===== src/rtl/hitlink_pkg.sv =====
package hitlink_pkg;
  // sizing of the strip segment and of the output link bank
  localparam int CHAN_COUNT = 31;
  localparam int LINK_COUNT = 8;
  localparam int GROUPS     = 3;
  localparam int ADDR_W     = $clog2(CHAN_COUNT);
  localparam int SLOT_W     = $clog2(LINK_COUNT);
  // input register plus one register per group
  localparam int LATENCY    = GROUPS + 1;

  // one bank of link slots as it travels down the pipeline
  typedef struct packed {
    logic [LINK_COUNT-1:0]             valid;
    logic [LINK_COUNT-1:0][ADDR_W-1:0] addr;
  } slotBank_t;

  // strobes from the slot allocator to the datapath
  typedef struct packed {
    logic [CHAN_COUNT-1:0]             grant;
    logic [CHAN_COUNT-1:0][SLOT_W-1:0] slot;
    logic [GROUPS-1:0]                 drop;
  } allocStrobes_t;
endpackage


===== src/rtl/hitlink_alloc.sv =====
module hitlink_alloc
  import hitlink_pkg::*;
#(
  parameter int GROUP1_FIRST = 15,
  parameter int GROUP2_FIRST = 16
) (
  input  logic                  clk,
  input  logic                  rstN,
  input  logic [CHAN_COUNT-1:0] stagedHits,
  output allocStrobes_t         strobes
);
  localparam int GROUP_LO [GROUPS] = '{0, GROUP1_FIRST, GROUP2_FIRST};
  localparam int GROUP_HI [GROUPS] = '{GROUP1_FIRST - 1, GROUP2_FIRST - 1, CHAN_COUNT - 1};
  localparam logic [SLOT_W-1:0] LAST_SLOT = SLOT_W'(LINK_COUNT - 1);

  logic [CHAN_COUNT-1:0]             grantAll;
  logic [CHAN_COUNT-1:0][SLOT_W-1:0] slotAll;
  logic [GROUPS-1:0]                 dropAll;

  for (genvar g = 0; g < GROUPS; g++) begin : gen_grp
    localparam int LO = GROUP_LO[g];
    localparam int HI = GROUP_HI[g];

    logic [SLOT_W-1:0]         startCnt;
    logic                      startEn;
    logic [SLOT_W-1:0]         gCnt;
    logic                      gEn;
    logic [HI:LO]              gGrant;
    logic [HI:LO][SLOT_W-1:0]  gSlot;
    logic                      gDrop;

    if (g == 0) begin : g_head
      assign startCnt = '0;
      assign startEn  = 1'b1;
    end else begin : g_link
      // count and enable handed over from the previous group, one cycle later
      always_ff @(posedge clk or negedge rstN) begin
        if (!rstN) begin
          startCnt <= '0;
          startEn  <= 1'b1;
        end else begin
          startCnt <= gen_grp[g-1].gCnt;
          startEn  <= gen_grp[g-1].gEn;
        end
      end
    end

    // increment chain over the channels of this group, lowest index first
    always_comb begin
      gCnt   = startCnt;
      gEn    = startEn;
      gGrant = '0;
      gSlot  = '0;
      gDrop  = 1'b0;
      for (int c = LO; c <= HI; c++) begin
        if (stagedHits[c]) begin
          if (gEn) begin
            gGrant[c] = 1'b1;
            gSlot[c]  = gCnt;
            if (gCnt == LAST_SLOT) gEn = 1'b0;
            gCnt = gCnt + 1'b1;
          end else begin
            gDrop = 1'b1;
          end
        end
      end
    end

    assign grantAll[HI:LO] = gGrant;
    assign slotAll[HI:LO]  = gSlot;
    assign dropAll[g]      = gDrop;
  end

  assign strobes.grant = grantAll;
  assign strobes.slot  = slotAll;
  assign strobes.drop  = dropAll;
endmodule


===== src/rtl/hitlink_datapath.sv =====
module hitlink_datapath
  import hitlink_pkg::*;
#(
  parameter int GROUP1_FIRST = 15,
  parameter int GROUP2_FIRST = 16
) (
  input  logic                         clk,
  input  logic                         rstN,
  input  logic [CHAN_COUNT-1:0]        hitIn,
  input  allocStrobes_t                strobes,
  output logic [CHAN_COUNT-1:0]        stagedHits,
  output logic [LINK_COUNT*ADDR_W-1:0] linkAddr,
  output logic [LINK_COUNT-1:0]        linkValid,
  output logic                         hitLost
);
  localparam int GROUP_LO [GROUPS] = '{0, GROUP1_FIRST, GROUP2_FIRST};
  localparam int GROUP_HI [GROUPS] = '{GROUP1_FIRST - 1, GROUP2_FIRST - 1, CHAN_COUNT - 1};

  logic [CHAN_COUNT-1:0] hitReg;

  always_ff @(posedge clk or negedge rstN) begin
    if (!rstN) hitReg <= '0;
    else       hitReg <= hitIn;
  end

  for (genvar g = 0; g < GROUPS; g++) begin : gen_stage
    localparam int LO = GROUP_LO[g];
    localparam int HI = GROUP_HI[g];

    slotBank_t bankQ;
    logic      lostQ;
    slotBank_t prevBank;
    slotBank_t nextBank;
    logic      prevLost;

    // hit bits of group g wait g cycles to meet their crossing's count
    if (g == 0) begin : g_direct
      assign stagedHits[HI:LO] = hitReg[HI:LO];
    end else begin : g_delay
      logic [HI:LO] dly [g];
      always_ff @(posedge clk or negedge rstN) begin
        if (!rstN) begin
          for (int k = 0; k < g; k++) dly[k] <= '0;
        end else begin
          dly[0] <= hitReg[HI:LO];
          for (int k = 1; k < g; k++) dly[k] <= dly[k-1];
        end
      end
      assign stagedHits[HI:LO] = dly[g-1];
    end

    if (g == 0) begin : g_first
      assign prevBank = '0;
      assign prevLost = 1'b0;
    end else begin : g_chain
      assign prevBank = gen_stage[g-1].bankQ;
      assign prevLost = gen_stage[g-1].lostQ;
    end

    // enable-gated demultiplexer: each granted channel writes its slot
    always_comb begin
      nextBank = prevBank;
      for (int c = LO; c <= HI; c++) begin
        if (strobes.grant[c]) begin
          nextBank.valid[strobes.slot[c]] = 1'b1;
          nextBank.addr[strobes.slot[c]]  = ADDR_W'(c);
        end
      end
    end

    always_ff @(posedge clk or negedge rstN) begin
      if (!rstN) begin
        bankQ <= '0;
        lostQ <= 1'b0;
      end else begin
        bankQ <= nextBank;
        lostQ <= prevLost | strobes.drop[g];
      end
    end
  end

  assign linkValid = gen_stage[GROUPS-1].bankQ.valid;
  assign linkAddr  = gen_stage[GROUPS-1].bankQ.addr;
  assign hitLost   = gen_stage[GROUPS-1].lostQ;
endmodule


===== src/rtl/hitlink_top.sv =====
module hitlink_top
  import hitlink_pkg::*;
#(
  parameter int GROUP1_FIRST = 15,
  parameter int GROUP2_FIRST = 16
) (
  input  logic                         clk,
  input  logic                         rstN,
  input  logic [CHAN_COUNT-1:0]        hitIn,
  output logic [LINK_COUNT*ADDR_W-1:0] linkAddr,
  output logic [LINK_COUNT-1:0]        linkValid,
  output logic                         hitLost
);
  allocStrobes_t         strobes;
  logic [CHAN_COUNT-1:0] stagedHits;

  hitlink_alloc #(
    .GROUP1_FIRST(GROUP1_FIRST),
    .GROUP2_FIRST(GROUP2_FIRST)
  ) u_alloc (
    .clk       (clk),
    .rstN      (rstN),
    .stagedHits(stagedHits),
    .strobes   (strobes)
  );

  hitlink_datapath #(
    .GROUP1_FIRST(GROUP1_FIRST),
    .GROUP2_FIRST(GROUP2_FIRST)
  ) u_datapath (
    .clk       (clk),
    .rstN      (rstN),
    .hitIn     (hitIn),
    .strobes   (strobes),
    .stagedHits(stagedHits),
    .linkAddr  (linkAddr),
    .linkValid (linkValid),
    .hitLost   (hitLost)
  );
endmodule


===== config.mk =====
export PLATFORM = sky130hd
export DESIGN_NAME = hitlink_top
export DESIGN_NICKNAME = d
export VERILOG_FILES = /design/src/rtl/hitlink_pkg.sv /design/src/rtl/hitlink_alloc.sv /design/src/rtl/hitlink_datapath.sv /design/src/rtl/hitlink_top.sv
export SDC_FILE = /design/constraint.sdc
export NUM_CORES = 1
export LEC_CHECK = 0
export BUFFER_PORTS_ARGS = -buffer_cell sky130_fd_sc_hd__buf_4
export CORE_AREA = 2 2 144 174
export CTS_CLUSTER_DIAMETER = 80
export CTS_CLUSTER_SIZE = 16
export DETAILED_ROUTE_END_ITERATION = 12
export DIE_AREA = 0 0 146 176
export PLACE_DENSITY = 0.87
export SYNTH_ARGS = -nofsm -noshare
export SYNTH_HDL_FRONTEND = slang
export SYNTH_SLANG_ARGS = --single-unit
export TNS_END_PERCENT = 100

===== constraint.sdc =====
create_clock -name clk -period 21.1 [get_ports clk]
set_input_delay 3.165 -clock clk [delete_from_list [all_inputs] [get_ports clk]]
set_output_delay 3.165 -clock clk [all_outputs]
set_load 0.005 [all_outputs]

# Word-level counts from Yosys, hierarchy flattened
# Index checks and enable logic that the tools add are counted.
# W data, S select, Z words.
# word_totals
inputBits,33
out_inout_bits,49
register_bits,217
word_cells,780
# classes
n_eq_ne,29
muxes,472
bitwise_logic,122
n_lt_le_gt_ge,60
add_sub_neg,29
n_reduce_logical,30
# ops
op,count
$mux W48,30
$demux W5 S3,30
$mux W3,116
$or A8 B8 Y8,34
$and A24 B24 Y24,10
$not A24 Y24,10
$or A24 B24 Y24,10
$mux W1,235
$and A16 B16 Y16,10
$and A32 B32 Y32,5
$not A16 Y16,10
$not A32 Y32,5
$or A16 B16 Y16,10
$or A32 B32 Y32,5
$mux W5,30
$lt A3 B4 Y1 const B,30
$demux W1 S3,30
$ge A3 B1 Y1 const B,30
$add A3 B1 Y3 const B,29
$eq A3 B3 Y1 const B,29
$mux W41,1
$and A8 B8 Y8,5
$not A8 Y8,5
$logic_and A1 B1 Y1,30
2 further kinds,3

# Depth between registers and ports, before layout
# Gate-level depths: netlist (run 1).
# logic_depth
word_depth,52
depth_mapped,73
depth_no_buf,67

# Modules after synthesis
# From an unflattened synthesis (run 1), not the netlist that was laid out.
# unflattened
hier_cells,1677
area_unflattened_um2,15167.0
# modules_own_cells
module,n_inst,area_each_um2,seq_area_each_um2,cells_each
hitlink_datapath,1,10299.9,4829.6,1045
hitlink_alloc,1,4867.2,202.7,632

# Worst setup path before layout (run 1)
# No wires, ideal clock.
# synth_path
kind,reg-to-reg
from,reg u_alloc.gen_grp[2].startCnt[0]
to,"reg u_datapath.gen_stage[2].bankQ, in the netlist u_datapath.linkValid[3]"
required_ns,20.962
period_less_slack_ns,14.681
n_path_buf,6
setup_slack_ns,6.419
setup_time_ns,0.138
arrival_time_ns,14.543
path_stages_with_launch,72
path_cell_list,dfrtp_1 > ha_1 > and3_1 > a21oi_1 > inv_1 > ha_1 > nor3_1 > nor2_1 > clkbuf_1 > ha_1 > nand3_1 > o31a_1 > inv_1 > ha_1 > nand4b_1 > nand2_1 > clkinv_1 > ha_1 > [36 not listed] > o22a_1 > o31ai_1 > inv_1 > ha_1 > nand2_1 > nand4_1 > o2111ai_1 > and2_1 > buf_2 > inv_2 > ha_1 > inv_1 > o21ai_0 > nand3_1 > a31oi_1 > nor3b_1 > or3_1 > or4_1
# synth_lines
element,line_no,rtl
"start, declared",hitlink_alloc.sv:24,logic [SLOT_W-1:0] startCnt;
"start signal, assigned",hitlink_alloc.sv:42,startCnt <= gen_grp[g-1].gCnt;
"end signal, assigned",hitlink_datapath.sv:76,bankQ <= nextBank;
"end, declared",hitlink_datapath.sv:30,slotBank_t bankQ;

==> results_dict.tcl, run 1 <==
set metrics [dict create \
    post-cts-setup-buffers 0 \
    cts_sinks 201 \
    finalSetupTns_ns 0 \
    synth_cell_types 98 \
    first_iter_violations 1360 \
    min_period_over_period_pct 83.2 \
    cts_hold_buffers 0 \
    gr-total-overflow 0 \
    drive_gt1_share_pct 11.5 \
    design.core.area_um2 23900 \
    endpoint_kind "flop" \
    die_h_um 176 \
    synthFlopType "dfrtp_1" \
    dp.final_hpwl_um 38400 \
    synth_area_leader_cell "dfrtp_1" \
    hold_viol_final 0 \
    final_cell_mix "nand2_1 (200), dfrtp_1 (199), nor2_1 (142)" \
    layout_commonest_cell "nand2_1" \
    critPathLaunchType "flop" \
    min_path_type "flop to flop" \
    chipWidth_um 146 \
    cts_buffer_depth 3 \
    drcViolationCount 0 \
    outcome "completed" \
    nFillCells 2059 \
    grt_usage_pct 37.1 \
    grt_pass1_vias 13500 \
    synthTopCellsByArea "dfrtp_1 (35%), ha_1 (7.5%), nand2_1 (5.3%)" \
    layout.nets 1876 \
    rows 62 \
    pin_count 82 \
    worst_slew_pin_slew_ns 1.21 \
    synth_area_um2 14300 \
    final.min_clock_period_ns 17.55 \
    first_pass_iters 6 \
    path_class "flop to flop" \
    clock-skew-final_ns 0.0138 \
    relSlewSlack_pct 18.6 \
    wl_um 47900 \
    grt_max_degree 100 \
    clk_pin_slew_ns 0.07 \
    numPortBuffers 81 \
    slowest_delay_ns 0.60 \
    cts_max_level 1 \
    async_reset_ff_share_pct 100 \
    rsz0062_at_grt "false" \
    cts_buffers 17 \
    required_ns 21.45 \
    cts_resized 0 \
    cts_root_buffer "clkbuf_16" \
    cpMaxStageDelayCell "nor2_1" \
    syn_nets 1826 \
    setup_viol 0 \
    syn_inst 1706 \
    ys_seq_area_share_pct 35.3 \
    synth-edff-count 0 \
    place_congestion 0.996 \
    fmax_ghz 0.0570 \
    die-area_um2 25700 \
    cts_tree "done" \
    cp_common_cell "ha_1" \
    wl_per_cell_um 23.0 \
    avgSynthCellArea_um2 8.37 \
    vias 13900 \
    cp.arrival_ns 17.90 \
    initial_core_util_pct 59.7 \
    cp_max_fo 13 \
    vias_per_cell 6.66 \
    drv_slew 0 \
    area_growth_pct 9.15 \
    grt_pass1_wl_um 74700 \
    cap_violations 0 \
    synth_top_area_share_pct 34.9 \
    yosys_register_bits 201 \
    ant_nets 0 \
    clock_latency_ns 0.49 \
    synth_warnings 0 \
    antenna_found_initial 1 \
]
[worst paths after layout]
path	from	endpoint	slack, ns	depth (start not counted)
worst min-delay path	u_datapath.hitReg[27]	u_datapath.gen_stage[2].g_delay.dly[26]	0.35	0
min in group asynchronous	rstN	u_datapath.stagedHits[22]	2.70	1
worst max-delay path	u_alloc.gen_grp[2].startCnt[1]	u_datapath.linkValid[3]	3.55	66
worst min register to register	u_datapath.hitReg[27]	u_datapath.gen_stage[2].g_delay.dly[26]	0.35	0
max in group asynchronous	rstN	u_datapath.gen_stage[1].bankQ[28]	16.55	3
worst max register to register	u_alloc.gen_grp[2].startCnt[1]	u_datapath.linkValid[3]	3.55	66
[cell usage after synthesis (all sizes together), types with 6 or more instances]
cell,number
nor3b,10
nand2,200
ha,86
a22o,8
o21bai,8
nor2b,20
o21ai,68
a31oi,36
o31ai,23
mux2,13
nand3b,12
nor4,13
o211ai,11
or2,48
or3,22
o311ai,6
and3,29
nand3,138
a221oi,9
nor3,65
o32a,7
nand4,18
dfrtp,199
o32ai,19
a21boi,17
a21oi,76
clkbuf,48
xnor2,8
a32oi,19
a21bo,8
a32o,14
and2,25
o22ai,10
o21a,9
inv,83
nand2b,33
nor2,143
o31a,10
a211oi,13
a21o,20
a22oi,16
buf,8
[stage by stage]
| step | setup WS, ns | utilization, % | instance area [um2] | instances | hold WS [ns] |
|---|---|---|---|---|---|
| floorplan | 6.42 | - | 14300 | 1706 | 0.331 |
| global placement | 4.59 | 63.2 | 15100 | 2057 | 0.332 |
| detailed placement | 4.11 | 63.2 | 15100 | 2057 | 0.335 |
| CTS | 4.06 | 65.2 | 15600 | 2081 | 0.350 |
| global route | 2.48 | 65.2 | 15600 | 2081 | 0.355 |
| finish | 3.55 | 65.2 | 15600 | 2082 | 0.348 |
[area by class of cell]
| cell class | instances | area (um2) | share of cell area, % |
|---|---|---|---|
| multi-input cells | 1364 | 8690 | 55.8 |
| inverters | 85 | 324 | 2.08 |
| clock inverters | 2 | 27.5 | 0.177 |
| well taps | 320 | 400 | 2.57 |
| clock buffers | 22 | 444 | 2.85 |
| diodes | 1 | 2.50 | 0.0161 |
| flip-flops and latches | 201 | 5030 | 32.3 |
| repair buffers | 87 | 659 | 4.23 |
[logic make-up (layout without fill, tap and decap cells)]
group           count (synthesis)  in the layout  share of synthesized area (%)
compound gates                456            456                           23.4
fa+ha+maj                      87             87                           7.68
xor+xnor                       12             12                           1.03
buf+inv                       141            196                           3.87
flops                         201            201                           35.3
other cells                     0              1                              0
simple gates                  792            792                           27.4
mux                            17             17                           1.31
[state kept, by name, indices dropped and copies added (netlist names)]
| signal | flops |
|---|---|
| u_datapath.gen_stage.bankQ | 80 |
| u_datapath.linkAddr | 40 |
| u_datapath.hitReg | 31 |
| u_datapath.gen_stage.g_delay.dly | 16 |
| u_datapath.stagedHits | 15 |
| u_datapath.linkValid | 8 |
| u_alloc.gen_grp.startCnt | 6 |
| u_alloc.gen_grp.startEn | 2 |
| u_datapath.gen_stage.lostQ | 2 |
| u_datapath.hitLost | 1 |
[layer usage]
layer  global-route usage [%]  vias to the layer above  part of all wire, %
met4                     20.2                        0                  6.3
li1                         -                     6438                    -
met3                     3.46                      158                  5.2
met5                        0                        -                    0
met2                     69.4                      616                   51
met1                     41.8                     6664                   37
[critical path: cells and delay by family, from the launching register on]
kind	cells	cell delay, ns
buffers and inverters	13	2.44
AOI/OAI and AO/OA	18	4.63
muxes	2	0.53
DFF	1	0.55
and+or+nand+nor	17	4.25
adders and majority gates	16	4.96
Power of run 1 is not shown: default switching activity piles up to over one toggle a cycle in this logic, so the estimate is an artifact.
==> run 2: changes to the inputs <==
==> constraint.sdc (replaced) <==
create_clock -name clk -period 16.3 [get_ports clk]
set_input_delay 2.445 -clock clk [delete_from_list [all_inputs] [get_ports clk]]
set_output_delay 2.445 -clock clk [all_outputs]
set_load 0.005 [all_outputs]
==> run 2 against run 1 <==
  * Non-clock buffer count grew 42
  * Wire length rose by 1.1%
  * Global-route usage increased by 0.21 points
  * Die area is the same
  * Register-to-register slack worse by 2.7 ns
  * First-iteration DRC count increased by 5.1%
  * Flip-flop and latch count stayed put
  * Cell count up 2.0%
  * Maximum frequency increased by 14%
  * Critical path depth increased by 1
  * Via count rose by 1.5%
  * Critical path type unchanged
==> results_dict.tcl, run 2 (same netlist as run 1, synthesis figures left out) <==
set metrics [dict create \
    die_h_um 176 \
    reg2reg_from "u_alloc.gen_grp[2].startCnt[1]" \
    grt_max_degree 84 \
    drcViolationCount 0 \
    wl_per_cell_um 22.8 \
    chipWidth_um 146 \
    path_class "flop to flop" \
    grt_pass1_vias 13600 \
    largest_reg_flops 80 \
    dp.final_hpwl_um 38600 \
    ant_nets 0 \
    startpoint "u_alloc.gen_grp[2].startCnt[1]" \
    rows 62 \
    final.min_clock_period_ns 15.41 \
    layout.nets 1918 \
    cap_violations 0 \
    wl_met3_um 2550 \
    min_path_type "flop to flop" \
    dr_wl_met2_um 24600 \
    cts_buffers 17 \
    drive_gt1_share_pct 14.1 \
    first_iter_violations 1430 \
    area_growth_pct 11.8 \
    antenna_found_initial 0 \
    grt_pass1_wl_um 75300 \
    design.core.area_um2 23900 \
    clock-skew-final_ns 0.0134 \
    whs_ns 0.334 \
    antenna_cells 0 \
    vias 14100 \
    rsz0062_at_grt "false" \
    place_congestion 0.973 \
    cts_max_level 1 \
    cp.arrival_ns 15.77 \
    seqCellArea_um2 5030 \
    setup_viol 0 \
    gr-total-overflow 0 \
    cts_root_buffer "clkbuf_16" \
    layout_commonest_cell "nand2_1" \
    relSlewSlack_pct 23.9 \
    top_layer "met4" \
    hold_start "u_datapath.hitReg[19]" \
    endpoint_kind "flop" \
    cp_common_cell "ha_1" \
    drv_slew 0 \
    clock_latency_ns 0.49 \
    dp.cells 2097 \
    grt_usage_pct 37.4 \
    clk_pin_slew_ns 0.07 \
    worst_slack_ns 0.891 \
    pin_count 82 \
    initial_core_util_pct 59.7 \
    cts_tree "done" \
    die-area_um2 25700 \
    worst_slew_pin_slew_ns 1.13 \
    numPortBuffers 81 \
    multi_input_area_um2 8730 \
    cts_sinks 201 \
    min_period_over_period_pct 94.5 \
    place_ws_ns 0.732 \
    fin_cells 2123 \
    first_pass_iters 6 \
    critPathLaunchType "flop" \
    vias_per_cell 6.63 \
    largest-register "u_datapath.gen_stage.bankQ" \
    nFillCells 2003 \
    cp_max_fo 12 \
    wl_met1_um 18100 \
    wl_um 48400 \
    hold_viol_final 0 \
    fmax_ghz 0.0649 \
    final_cell_mix "nand2_1 (200), dfrtp_1 (199), nor2_1 (141)" \
    slowest_delay_ns 0.58 \
    finalSetupTns_ns 0 \
    outcome "completed" \
    required_ns 16.67 \
    cts_buffer_depth 3 \
    cpMaxStageDelayCell "dfrtp_1" \
]
==> run 2: cell types whose count changed in the layout (fill, tap and decap cells not counted), moves of 2 or more <==
| cell | delta |
|---|---|
| nor3_1 | -2 |
| nor3_2 | +2 |
| nor4_1 | -2 |
| buf_4 | +42 |
| nor4_2 | +2 |
==> run 2: what timing repair did <==
| item | in CTS | in global routing |
|---|---|---|
| buffers inserted | 0 | 2 |
| endpoints found under the setup margin | 0 | 48 |
| hold buffers | 0 | 0 |
| resized for setup | 0 | 9 |
==> run 2: final timing paths <==
kind,to,slack [ns],cells past startpoint
hold / removal,u_datapath.gen_stage[2].g_delay.dly[18],0.33,0
hold reg to reg,u_datapath.gen_stage[2].g_delay.dly[18],0.33,0
min in group asynchronous,u_datapath.gen_stage[2].g_delay.dly[18],1.93,1
max in group asynchronous,u_datapath.linkValid[1],12.28,3
setup reg to reg,u_datapath.linkValid[3],0.89,67
setup / recovery,u_datapath.linkValid[3],0.89,67
==> run 2: final cells by class <==
cell class                      count  area share, %
Clock buffer                       21           2.76
Clock inverter                      3          0.345
Inverter                           85           2.03
Multi-Input combinational cell   1364           54.7
Sequential cell                   201           31.5
Tap cell                          320           2.51
Timing Repair Buffer              129           6.11
==> run 2: metal layers <==
layer	vias to the layer above	GRT usage (%)
li1	6517	-
met1	6776	42.7
met2	613	68.6
met4	0	21.3
met3	178	3.39
met5	-	0
==> run 2: critical path, delay by kind of cell, from the launching register on <==
kind / cells / cell delay (ns)
DFF: 1 / 0.58
adders and majority gates: 16 / 4.72
buffers and inverters: 12 / 1.78
and+or+nand+nor: 21 / 3.94
muxes: 1 / 0.28
AOI/OAI and AO/OA: 17 / 3.96
==> run 2: per-stage QoR <==
step | instance area (um2) | utilization (%)
after global placement | 15400 | 64.5
after detailed placement | 15400 | 64.5
after floorplan | 14300 | -
after CTS | 15900 | 66.6
final | 16000 | 66.8
after global routing | 16000 | 66.8
Power of run 2 is left out for the same reason.
==> run 3: changes to the inputs <==
--- a/config.mk
+++ b/config.mk
@@ -6,12 +6,14 @@
 export NUM_CORES = 1
 export LEC_CHECK = 0
 export BUFFER_PORTS_ARGS = -buffer_cell sky130_fd_sc_hd__buf_4
-export CORE_AREA = 2 2 144 174
+export CELL_PAD_IN_SITES_DETAIL_PLACEMENT = 1
+export CELL_PAD_IN_SITES_GLOBAL_PLACEMENT = 1
+export CORE_AREA = 2 2 161 194
 export CTS_CLUSTER_DIAMETER = 80
 export CTS_CLUSTER_SIZE = 16
 export DETAILED_ROUTE_END_ITERATION = 12
-export DIE_AREA = 0 0 146 176
-export PLACE_DENSITY = 0.87
+export DIE_AREA = 0 0 163 196
+export PLACE_DENSITY = 0.9
 export SYNTH_ARGS = -nofsm -noshare
 export SYNTH_HDL_FRONTEND = slang
 export SYNTH_SLANG_ARGS = --single-unit
==> run 3 against run 2 <==
  * Maximum frequency up 0.54%
  * Largest cell class unchanged
  * Via count grew 0.41%
  * Count of clock-buffer cells in the layout grew 4
  * Global-route usage decreased by 2.8 points
  * First-iteration DRC count shrank 26%
  * Cell area is 1.4% higher
  * Critical endpoint unchanged
  * Wire length is 15% higher
  * Clock skew is 0.0068 ns higher
  * Flip-flop and latch count did not move
  * Die area up 24%
  * Non-clock buffer count did not move
  * Critical path depth decreased by 1
==> results_dict.tcl, run 3 (same netlist as run 1, synthesis figures left out) <==
set metrics [dict create \
    clk_pin_slew_ns 0.07 \
    clock_latency_ns 0.53 \
    dp.final_hpwl_um 44900 \
    whs_ns 0.340 \
    cpMaxStageDelayCell "dfstp_2" \
    largest_reg_flops 80 \
    cts_sinks 201 \
    cts_buffers 18 \
    final_cell_mix "nand2_1 (200), dfrtp_1 (198), nor2_1 (141)" \
    die-area_um2 31900 \
    cts_tree "done" \
    cap_violations 0 \
    layout_commonest_cell "nand2_1" \
    chipWidth_um 163 \
    rows 70 \
    gr-total-overflow 0 \
    rsz0062_at_grt "false" \
    cts_max_level 1 \
    vias 14100 \
    design.core.area_um2 30200 \
    drive_gt1_share_pct 14.5 \
    path_class "flop to flop" \
    endpoint_kind "flop" \
    cp_common_cell "ha_1" \
    wl_um 55600 \
    final.min_clock_period_ns 15.33 \
    grt_max_degree 132 \
    first_iter_violations 1059 \
    min_path_type "flop to flop" \
    grt_usage_pct 34.6 \
    initial_core_util_pct 47.2 \
    drcViolationCount 0 \
    ant_nets 0 \
    pin_count 82 \
    wl_per_cell_um 25.2 \
    r2r_slack_ns 0.97 \
    slowest_delay_ns 0.67 \
    worst_slew_pin_slew_ns 1.32 \
    layout.nets 1919 \
    required_ns 16.69 \
    area_growth_pct 13.3 \
    antenna_found_initial 0 \
    die_h_um 196 \
    fmax_ghz 0.0653 \
    grt_pass1_wl_um 84800 \
    grt_pass1_vias 14800 \
    nFillCells 3668 \
    vias_per_cell 6.41 \
    cp.arrival_ns 15.71 \
    cts_root_buffer "clkbuf_16" \
    cts_buffer_depth 3 \
    numPortBuffers 81 \
    antenna_cells 0 \
    finalSetupTns_ns 0 \
    cp_max_fo 14 \
    largest-register "u_datapath.gen_stage.bankQ" \
    hold_viol_final 0 \
    whs_path_depth 0 \
    place_congestion 0.972 \
    clock-skew-final_ns 0.0202 \
    relSlewSlack_pct 10.6 \
    cts_hold_buffers 0 \
    critPathLaunchType "flop" \
    reg2reg_depth 66 \
    outcome "completed" \
    drv_slew 0 \
    min_period_over_period_pct 94.0 \
    first_pass_iters 5 \
    setup_viol 0 \
]
## run 3: cell types whose count changed in the layout (fill, tap and decap cells not counted), sizes merged
cell / before / now
buf: 128 / 129
bufinv: 1 / 2
clkbuf: 22 / 25
clkinv: 4 / 2
clkinvlp: 0 / 2
inv: 83 / 84
## run 3: area by class of cell
| cell class | count | area (um2) | area share, % |
|---|---|---|---|
| Clock buffer | 25 | 518 | 3.20 |
| Clock inverter | 5 | 95.1 | 0.588 |
| Inverter | 85 | 328 | 2.03 |
| Multi-Input combinational cell | 1364 | 8730 | 54.0 |
| Sequential cell | 201 | 5030 | 31.1 |
| Tap cell | 396 | 495 | 3.06 |
| Timing Repair Buffer | 129 | 976 | 6.03 |
## run 3: per-layer routing
layer | up-vias | GRT usage (%) | part of all wire, %
met5 | - | 0 | 0
met4 | 0 | 18.2 | 5.8
met3 | 148 | 3.55 | 3.9
met2 | 434 | 63.6 | 52
met1 | 7057 | 39.1 | 38
li1 | 6503 | - | -
## run 3: per-stage QoR
| stage | cell area (um2) | cells | util, % | setup WS [ns] |
|---|---|---|---|---|
| floorplan | 14300 | 1706 | - | 1.62 |
| global placement | 15500 | 2172 | 51.3 | 1.35 |
| detailed placement | 15500 | 2172 | 51.3 | 0.795 |
| CTS | 16100 | 2202 | 53.3 | 0.757 |
| global route | 16200 | 2205 | 53.5 | 0.0767 |
| finish | 16200 | 2205 | 53.5 | 0.975 |
## run 3: critical path, delay by kind of cell, from the launching register on
| kind | cells | cell delay [ns] |
|---|---|---|
| DFF | 1 | 0.67 |
| buffers and inverters | 11 | 1.72 |
| AOI/OAI and AO/OA | 16 | 3.30 |
| muxes | 3 | 0.89 |
| and+or+nand+nor | 19 | 3.80 |
| adders and majority gates | 17 | 4.79 |
## run 3: timing repair
item,4_1_cts,5_1_grt
setup buffers,0,3
resized for setup,0,12
endpoints found under the setup margin,0,42
## run 3: path summary, 6_finish.rpt
| kind | start | end |
|---|---|---|
| max | u_alloc.gen_grp[2].startEn | u_datapath.linkValid[3] |
| min | u_datapath.gen_stage[2].g_delay.dly[19] | u_datapath.stagedHits[20] |
| max reg2reg | u_alloc.gen_grp[2].startEn | u_datapath.linkValid[3] |
| min reg2reg | u_datapath.gen_stage[2].g_delay.dly[19] | u_datapath.stagedHits[20] |
| max in group asynchronous | rstN | u_datapath.linkValid[1] |
| min in group asynchronous | rstN | u_datapath.stagedHits[20] |
Power of run 3 is left out for the same reason.
